<file path="src/rtl/serial_pcm_rx_pkg.sv">
package serial_pcm_rx_pkg;
  localparam int WORD_W = 24;
  localparam int IDX_W  = $clog2(WORD_W + 1);

  typedef enum logic [1:0] {
    FMT_LSB16 = 2'd0,
    FMT_LSB18 = 2'd1,
    FMT_MSB24 = 2'd2,
    FMT_I2S24 = 2'd3
  } fmt_e;

  // strobes from control to datapath, valid in the current bit-clock cycle
  typedef struct packed {
    logic             take;      // write serData into the word at bitIdx
    logic [IDX_W-1:0] bitIdx;    // 0 = MSB
    logic             emitFull;  // word complete after this bit
    logic             emitTail;  // I2S short frame: last bit at boundary
    logic             emitLsb;   // LSB-justified word ends at boundary
    logic             lsbMid;    // 1: 18-bit LSB word, 0: 16-bit
    logic             chanRight; // channel of the word being emitted
  } rx_strobe_t;
endpackage

</file>
<file path="src/rtl/serial_pcm_rx_ctrl.sv">
module serial_pcm_rx_ctrl
  import serial_pcm_rx_pkg::*;
(
  input  logic       bitClk,
  input  logic       rstN,
  input  logic [1:0] fmtSel,
  input  logic       frameClk,
  output rx_strobe_t st
);
  localparam logic [IDX_W-1:0] LAST_IDX  = IDX_W'(WORD_W - 1);
  localparam logic [IDX_W-1:0] FULL_CNT  = IDX_W'(WORD_W);

  fmt_e             fmt;
  logic             lrPrev;
  logic             armed;
  logic [IDX_W-1:0] taken;
  logic             lrEdge;

  assign fmt    = fmt_e'(fmtSel);
  assign lrEdge = (frameClk != lrPrev);

  always_comb begin
    st = '0;
    st.lsbMid = (fmt == FMT_LSB18);
    unique case (fmt)
      FMT_MSB24: begin
        st.chanRight = ~frameClk;
        if (lrEdge) begin
          st.take   = 1'b1;
          st.bitIdx = '0;
        end else if (armed && taken < FULL_CNT) begin
          st.take   = 1'b1;
          st.bitIdx = taken;
        end
        st.emitFull = st.take && (st.bitIdx == LAST_IDX);
      end
      FMT_I2S24: begin
        if (lrEdge) begin
          st.chanRight = lrPrev;
          if (armed && taken != '0 && taken < FULL_CNT) begin
            st.take     = 1'b1;
            st.bitIdx   = taken;
            st.emitTail = 1'b1;
          end
        end else begin
          st.chanRight = frameClk;
          if (armed && taken < FULL_CNT) begin
            st.take   = 1'b1;
            st.bitIdx = taken;
          end
          st.emitFull = st.take && (st.bitIdx == LAST_IDX);
        end
      end
      default: begin
        st.chanRight = ~lrPrev;
        st.emitLsb   = lrEdge && armed;
      end
    endcase
  end

  always_ff @(posedge bitClk) begin
    if (!rstN) begin
      lrPrev <= 1'b0;
      armed  <= 1'b0;
      taken  <= '0;
    end else begin
      lrPrev <= frameClk;
      if (lrEdge) begin
        armed <= 1'b1;
        taken <= (fmt == FMT_MSB24) ? IDX_W'(1) : '0;
      end else if (st.take) begin
        taken <= taken + IDX_W'(1);
      end
    end
  end

  assert_single_emit_R8: assert property (@(posedge bitClk) disable iff (!rstN)
    $onehot0({st.emitFull, st.emitTail, st.emitLsb}));

  assert_taken_bound_R6: assert property (@(posedge bitClk) disable iff (!rstN)
    taken <= FULL_CNT);

  assert_no_emit_unaligned_R9: assert property (@(posedge bitClk) disable iff (!rstN)
    !armed |-> !(st.emitFull || st.emitTail || st.emitLsb));

  assert_tail_at_boundary_R7: assert property (@(posedge bitClk) disable iff (!rstN)
    st.emitTail |-> (fmt == FMT_I2S24 && frameClk != lrPrev));
endmodule

</file>
<file path="src/rtl/serial_pcm_rx_dp.sv">
module serial_pcm_rx_dp
  import serial_pcm_rx_pkg::*;
#(
  parameter int SHORT_W = 16,
  parameter int MID_W   = 18
) (
  input  logic              bitClk,
  input  logic              rstN,
  input  logic              serData,
  input  rx_strobe_t        st,
  output logic [WORD_W-1:0] outWord,
  output logic              outValid,
  output logic              outRight
);
  localparam int PAD_SHORT = WORD_W - SHORT_W;
  localparam int PAD_MID   = WORD_W - MID_W;

  logic [MID_W-1:0]  tailSr;   // most recent bits, newest in bit 0
  logic [WORD_W-1:0] accWord;
  logic [WORD_W-1:0] wordNext;
  logic [WORD_W-1:0] lsbWord;

  always_comb begin
    wordNext = (st.bitIdx == '0) ? '0 : accWord;
    for (int i = 0; i < WORD_W; i++) begin
      if (st.bitIdx == IDX_W'(WORD_W - 1 - i)) wordNext[i] = serData;
    end
  end

  assign lsbWord = st.lsbMid
    ? {{PAD_MID{tailSr[MID_W-1]}}, tailSr}
    : {{PAD_SHORT{tailSr[SHORT_W-1]}}, tailSr[SHORT_W-1:0]};

  always_ff @(posedge bitClk) begin
    if (!rstN) begin
      tailSr   <= '0;
      accWord  <= '0;
      outWord  <= '0;
      outValid <= 1'b0;
      outRight <= 1'b0;
    end else begin
      tailSr   <= {tailSr[MID_W-2:0], serData};
      outValid <= st.emitFull || st.emitTail || st.emitLsb;
      if (st.take) accWord <= wordNext;
      if (st.emitFull || st.emitTail) begin
        outWord  <= wordNext;
        outRight <= st.chanRight;
      end else if (st.emitLsb) begin
        outWord  <= lsbWord;
        outRight <= st.chanRight;
      end
    end
  end

  assert_pulse_width_R8: assert property (@(posedge bitClk) disable iff (!rstN)
    outValid |=> !outValid);

  assert_sext_short_R3: assert property (@(posedge bitClk) disable iff (!rstN)
    (st.emitLsb && !st.lsbMid) |=>
      (outWord[WORD_W-1:SHORT_W-1] == '0 || (&outWord[WORD_W-1:SHORT_W-1])));

  assert_sext_mid_R4: assert property (@(posedge bitClk) disable iff (!rstN)
    (st.emitLsb && st.lsbMid) |=>
      (outWord[WORD_W-1:MID_W-1] == '0 || (&outWord[WORD_W-1:MID_W-1])));
endmodule

</file>
<file path="src/rtl/serial_pcm_rx.sv">
module serial_pcm_rx
  import serial_pcm_rx_pkg::*;
#(
  parameter int SHORT_W = 16,
  parameter int MID_W   = 18
) (
  input  logic              bitClk,
  input  logic              rstN,
  input  logic [1:0]        fmtSel,
  input  logic              frameClk,
  input  logic              serData,
  output logic [WORD_W-1:0] outWord,
  output logic              outValid,
  output logic              outRight
);
  rx_strobe_t st;

  serial_pcm_rx_ctrl u_ctrl (
    .bitClk   (bitClk),
    .rstN     (rstN),
    .fmtSel   (fmtSel),
    .frameClk (frameClk),
    .st       (st)
  );

  serial_pcm_rx_dp #(.SHORT_W(SHORT_W), .MID_W(MID_W)) u_dp (
    .bitClk   (bitClk),
    .rstN     (rstN),
    .serData  (serData),
    .st       (st),
    .outWord  (outWord),
    .outValid (outValid),
    .outRight (outRight)
  );
endmodule

</file>
<file path="config.mk">
export PLATFORM = sky130hd
export DESIGN_NAME = serial_pcm_rx
export DESIGN_NICKNAME = d
export VERILOG_FILES = /design/src/rtl/serial_pcm_rx_pkg.sv /design/src/rtl/serial_pcm_rx_ctrl.sv /design/src/rtl/serial_pcm_rx_dp.sv /design/src/rtl/serial_pcm_rx.sv
export SDC_FILE = /design/constraint.sdc
export NUM_CORES = 1
export LEC_CHECK = 0
export BUFFER_PORTS_ARGS = -buffer_cell sky130_fd_sc_hd__buf_4
export CAP_MARGIN = 20
export CORE_AREA = 2 2 100 102
export CTS_BUF_LIST = sky130_fd_sc_hd__clkbuf_4
export CTS_CLUSTER_SIZE = 12
export DETAILED_ROUTE_END_ITERATION = 10
export DIE_AREA = 0 0 102 104
export HOLD_SLACK_MARGIN = 0.03
export RECOVER_POWER = 50
export SYNTH_ARGS = -nofsm -noshare
export SYNTH_HDL_FRONTEND = slang
export SYNTH_SLANG_ARGS = --single-unit
</file>
<file path="constraint.sdc">
create_clock -name bitClk -period 2.8 [get_ports bitClk]
set_input_delay 0.14 -clock bitClk [delete_from_list [all_inputs] [get_ports bitClk]]
set_output_delay 0.14 -clock bitClk [all_outputs]
set_load 0.05 [all_outputs]
</file>
==> impl_metrics.py <==
metrics = {
    "synth": {
        "synth_ff_type": "dfxtp_1",
        "synth-edff-count": 0,
        "synth_cells": 434,
        "ys_ff_latch": 75,
        "syn_area_sq_mm": 0.003700,
        "synth_warnings": 0,
        "yosysSeqAreaShare_pct": 40.58,
        "postSynthAreaPerCell_sq_um": 8.525,
        "synth_nets": 444,
        "synthTopCellsByCount": "dfxtp_1 (75), nand2_1 (69), a21oi_1 (33)",
        "synth_most_common_cell": "dfxtp_1",
        "synthArstFlopShare_pct": 0,
        "yosys-top-cells-area": "dfxtp_1 (41%), nand2_1 (7.0%), a21oi_1 (4.5%), a31oi_1 (3.7%), and2_1 (3.6%)",
        "yosysTopAreaCell": "dfxtp_1",
        "synth_cell_types": 63,
        "synth_top_cell_area_share_pct": 40.58,
    },
    "run_status": {
        "status": "completed",
    },
    "worst_setup_path": {
        "r2r_end": "u_dp.accWord[16]$_SDFFE_PN0P_",
        "crit_slowest_cell": "dlygate4sd3_1",
        "regToRegSetupSlack_ns": 0.13,
        "worstSetupPathType": "primary input to register",
        "worstPathArrival_ns": 2.97,
        "slowest_delay_ns": 0.53,
        "worstSetupStartpointType": "primary input",
        "path_cells": "dlygate4sd3_1 > clkbuf_4 > inv_1 > ha_1 > or3b_1 > a211oi_2 > a211oi_1 > a221oi_1 > a311oi_1",
        "r2r_cells": 7,
        "cp.buffers_inverters": 3,
        "critPathTopFamily": "compound AO/OA/AOI/OAI gates",
        "r2r-start": "u_ctrl.taken[0]$_SDFFE_PN0P_",
        "critPathCaptureType": "register",
        "required_ns": 3.09,
        "cp_max_fo": 11,
    },
    "timing": {
        "finalHoldViolCount": 0,
        "clock_skew_ns": 0.01557,
        "tightest_slew_ns": 0.8603,
        "rsz0062_at_grt": "false",
        "fin_ws_ns": 0.1198,
        "slew_headroom_pct": 42.58,
        "drv_slew": 0,
        "layout_worst_path_cycle_share_pct": 95.72,
        "finalHoldWorstSlack_ns": 0.1159,
        "min_period_ns": 2.680,
        "fin_setup_tns_ns": 0,
        "max_clock_freq_mhz": 373.1,
        "setup_viol": 0,
    },
    "power_and_ir_drop": {
        "power_density_mw_per_mm2": 531.9,
        "irDropWorstVdd_uv": 354.2,
        "power_mw": 2.180,
        "p_leak_nw": 1.452,
    },
    "place": {
        "place.gp.congestion": 0.9321,
        "place_area_sq_mm": 0.003998,
        "dp_worst_setup_slack_ns": 0.1753,
        "place_inst": 574,
        "hpwl_mm": 7.331,
        "portBuffers": 31,
    },
    "worst_hold_path": {
        "min_path_cells": 3,
        "min_to": "u_dp.accWord[22]$_SDFFE_PN0P_",
        "hold_start": "serData",
        "hp-class": "primary input to register",
    },
    "cells_and_area": {
        "fin_util_pct": 42.91,
        "stdcell_area_sq_mm": 0.004098,
        "areaGrowthSynthToFinish_pct": 10.75,
        "nNetsFinal": 463,
        "final_cells": 592,
        "drive_above_1_share_pct": 11.57,
    },
    "clock_tree": {
        "clkTransAtPathRegs_ns": 0.14,
        "clk_latency_ns": 0.43,
        "cts_resized": 0,
        "hold_buffers": 1,
        "clock-root-buffer": "clkbuf_4",
        "cts_tree": "yes",
        "clockBufferDepth": 2,
        "numCtsBuffers": 9,
        "cts_setup_buffers": 0,
        "clock-sinks": 75,
        "htree_levels": 3,
    },
    "floorplanning": {
        "die_h_microns": 104,
        "die_x_microns": 102,
        "start_util_pct": 38.74,
        "fp-row-count": 36,
        "ios": 32,
        "die_area_sq_mm": 0.01061,
        "fp.coreArea_sq_mm": 0.009549,
    },
    "detailed_routing": {
        "drc": 0,
        "drt_iter0_markers": 290,
        "ant_nets": 0,
        "routed-via-count": 3313,
        "routed_wl_mm": 10.41,
        "routed_via_density": 5.596,
        "drt_first_pass_iters": 5,
        "wl_per_cell_microns": 17.58,
    },
    "global_routing": {
        "first_global_vias": 3188,
        "grt_pass1_wl_mm": 17.06,
        "grt_use_total_pct": 20.54,
        "antenna_found_initial": 1,
        "grt_max_degree": 38,
        "gr-total-overflow": 0,
    },
    "flow_run": {
        "drv_cap": 0,
    },
}
==> registers in the layout (all words and copies together), names as in the netlist <==
name / count
u_dp.outRight: 1
u_ctrl.armed: 1
u_dp.outWord: 24
u_ctrl.taken: 5
u_dp.tailSr: 18
u_dp.accWord: 24
u_dp.outValid: 1
u_ctrl.lrPrev: 1
==> worst max-delay path by stage <==
stage | startpoint | endpoint | slack (ns) | cells past startpoint
final | frameClk | u_dp.outWord[11]$_SDFFE_PN0P_ | 0.12 | 9
after floorplan | u_ctrl.taken[0]$_SDFFE_PN0P_ | u_dp.outWord[16]$_SDFFE_PN0P_ | 0.58 | 9
after detailed placement | u_ctrl.taken[0]$_SDFFE_PN0P_ | u_dp.accWord[16]$_SDFFE_PN0P_ | 0.18 | 7
after global placement | u_ctrl.taken[0]$_SDFFE_PN0P_ | u_dp.outWord[16]$_SDFFE_PN0P_ | 0.17 | 7
after CTS | u_ctrl.taken[0]$_SDFFE_PN0P_ | u_dp.accWord[16]$_SDFFE_PN0P_ | 0.17 | 7
after global routing | u_ctrl.taken[0]$_SDFFE_PN0P_ | u_dp.accWord[16]$_SDFFE_PN0P_ | 0.008 | 7
==> worst register-to-register path, cell delays in order, from the launching register on <==
cell and delay (ns):
dfxtp_1 0.54, inv_1 0.16, ha_1 0.27, or4b_1 0.44, o211ai_2 0.24, or4_1 0.54, or2_1 0.24, a31oi_1 0.18
==> layer usage <==
| layer | part of all wire (%) | track usage, % | up-vias |
|---|---|---|---|
| li1 | - | - | 1597 |
| met1 | 50 | 30.59 | 1608 |
| met2 | 44 | 29.98 | 95 |
| met3 | 4.9 | 3.495 | 13 |
| met4 | 1.8 | 6.571 | 0 |
| met5 | 0 | 0 | - |
==> cell type report <==
class                      count  area, sq um
clock inverter                 7        121.4
tap                          133        166.4
multi-input combinational    315         1981
sequential                    75         1501
inverter                       9        33.78
antenna                        1        2.502
clock buffer                   9        67.56
timing repair buffer          43        224.0
fill                        1028         5451
==> cells by family (layout without fill, tap and decap cells) <==
family / after synthesis / after routing / synth area share [%]
AND/OR/NAND/NOR: 171 / 171 / 24.38
buffers and inverters: 44 / 68 / 5.884
other: 0 / 1 / 0
XOR/XNOR: 3 / 3 / 0.7103
AO/OA/AOI/OAI: 129 / 129 / 24.92
multiplexers: 8 / 8 / 2.164
flip-flops: 75 / 75 / 40.58
adder cells (fa/ha/maj): 4 / 4 / 1.353
==> power breakdown <==
part / internal, mW / switching (mW)
registers: 1.08 / 0.0119
clock network: 0.458 / 0.418
logic: 0.0622 / 0.151
==> layout by cell type, fill, tap and decap left out, types with 3 or more instances in the layout <==
cell type	synthesis	routed
nor4_2	3	3
o21a_1	3	3
xnor2_1	3	3
bufinv_16	0	3
o21ai_0	6	6
a221oi_1	5	5
o21ai_1	5	5
inv_1	9	9
nor2_1	22	22
nand2_1	69	69
clkbuf_1	18	27
and2_0	1	9
dfxtp_1	75	75
a21boi_1	3	3
nor2b_1	5	5
a31oi_1	22	22
and3_1	9	9
nand3_1	7	7
buf_4	3	14
and2_1	21	13
a21boi_0	5	5
a21oi_1	33	33
clkbuf_4	0	10
mux2i_1	8	8
a22oi_1	3	3
or2_2	3	3
o211ai_1	3	3
nor3_1	7	7
nand2b_1	6	6
a311oi_1	7	7
nor3_2	3	3
o22ai_1	4	4
or3_1	4	4
ha_1	4	4
a211oi_1	3	3
o221ai_1	4	4
(Power assumes the default switching activity.)
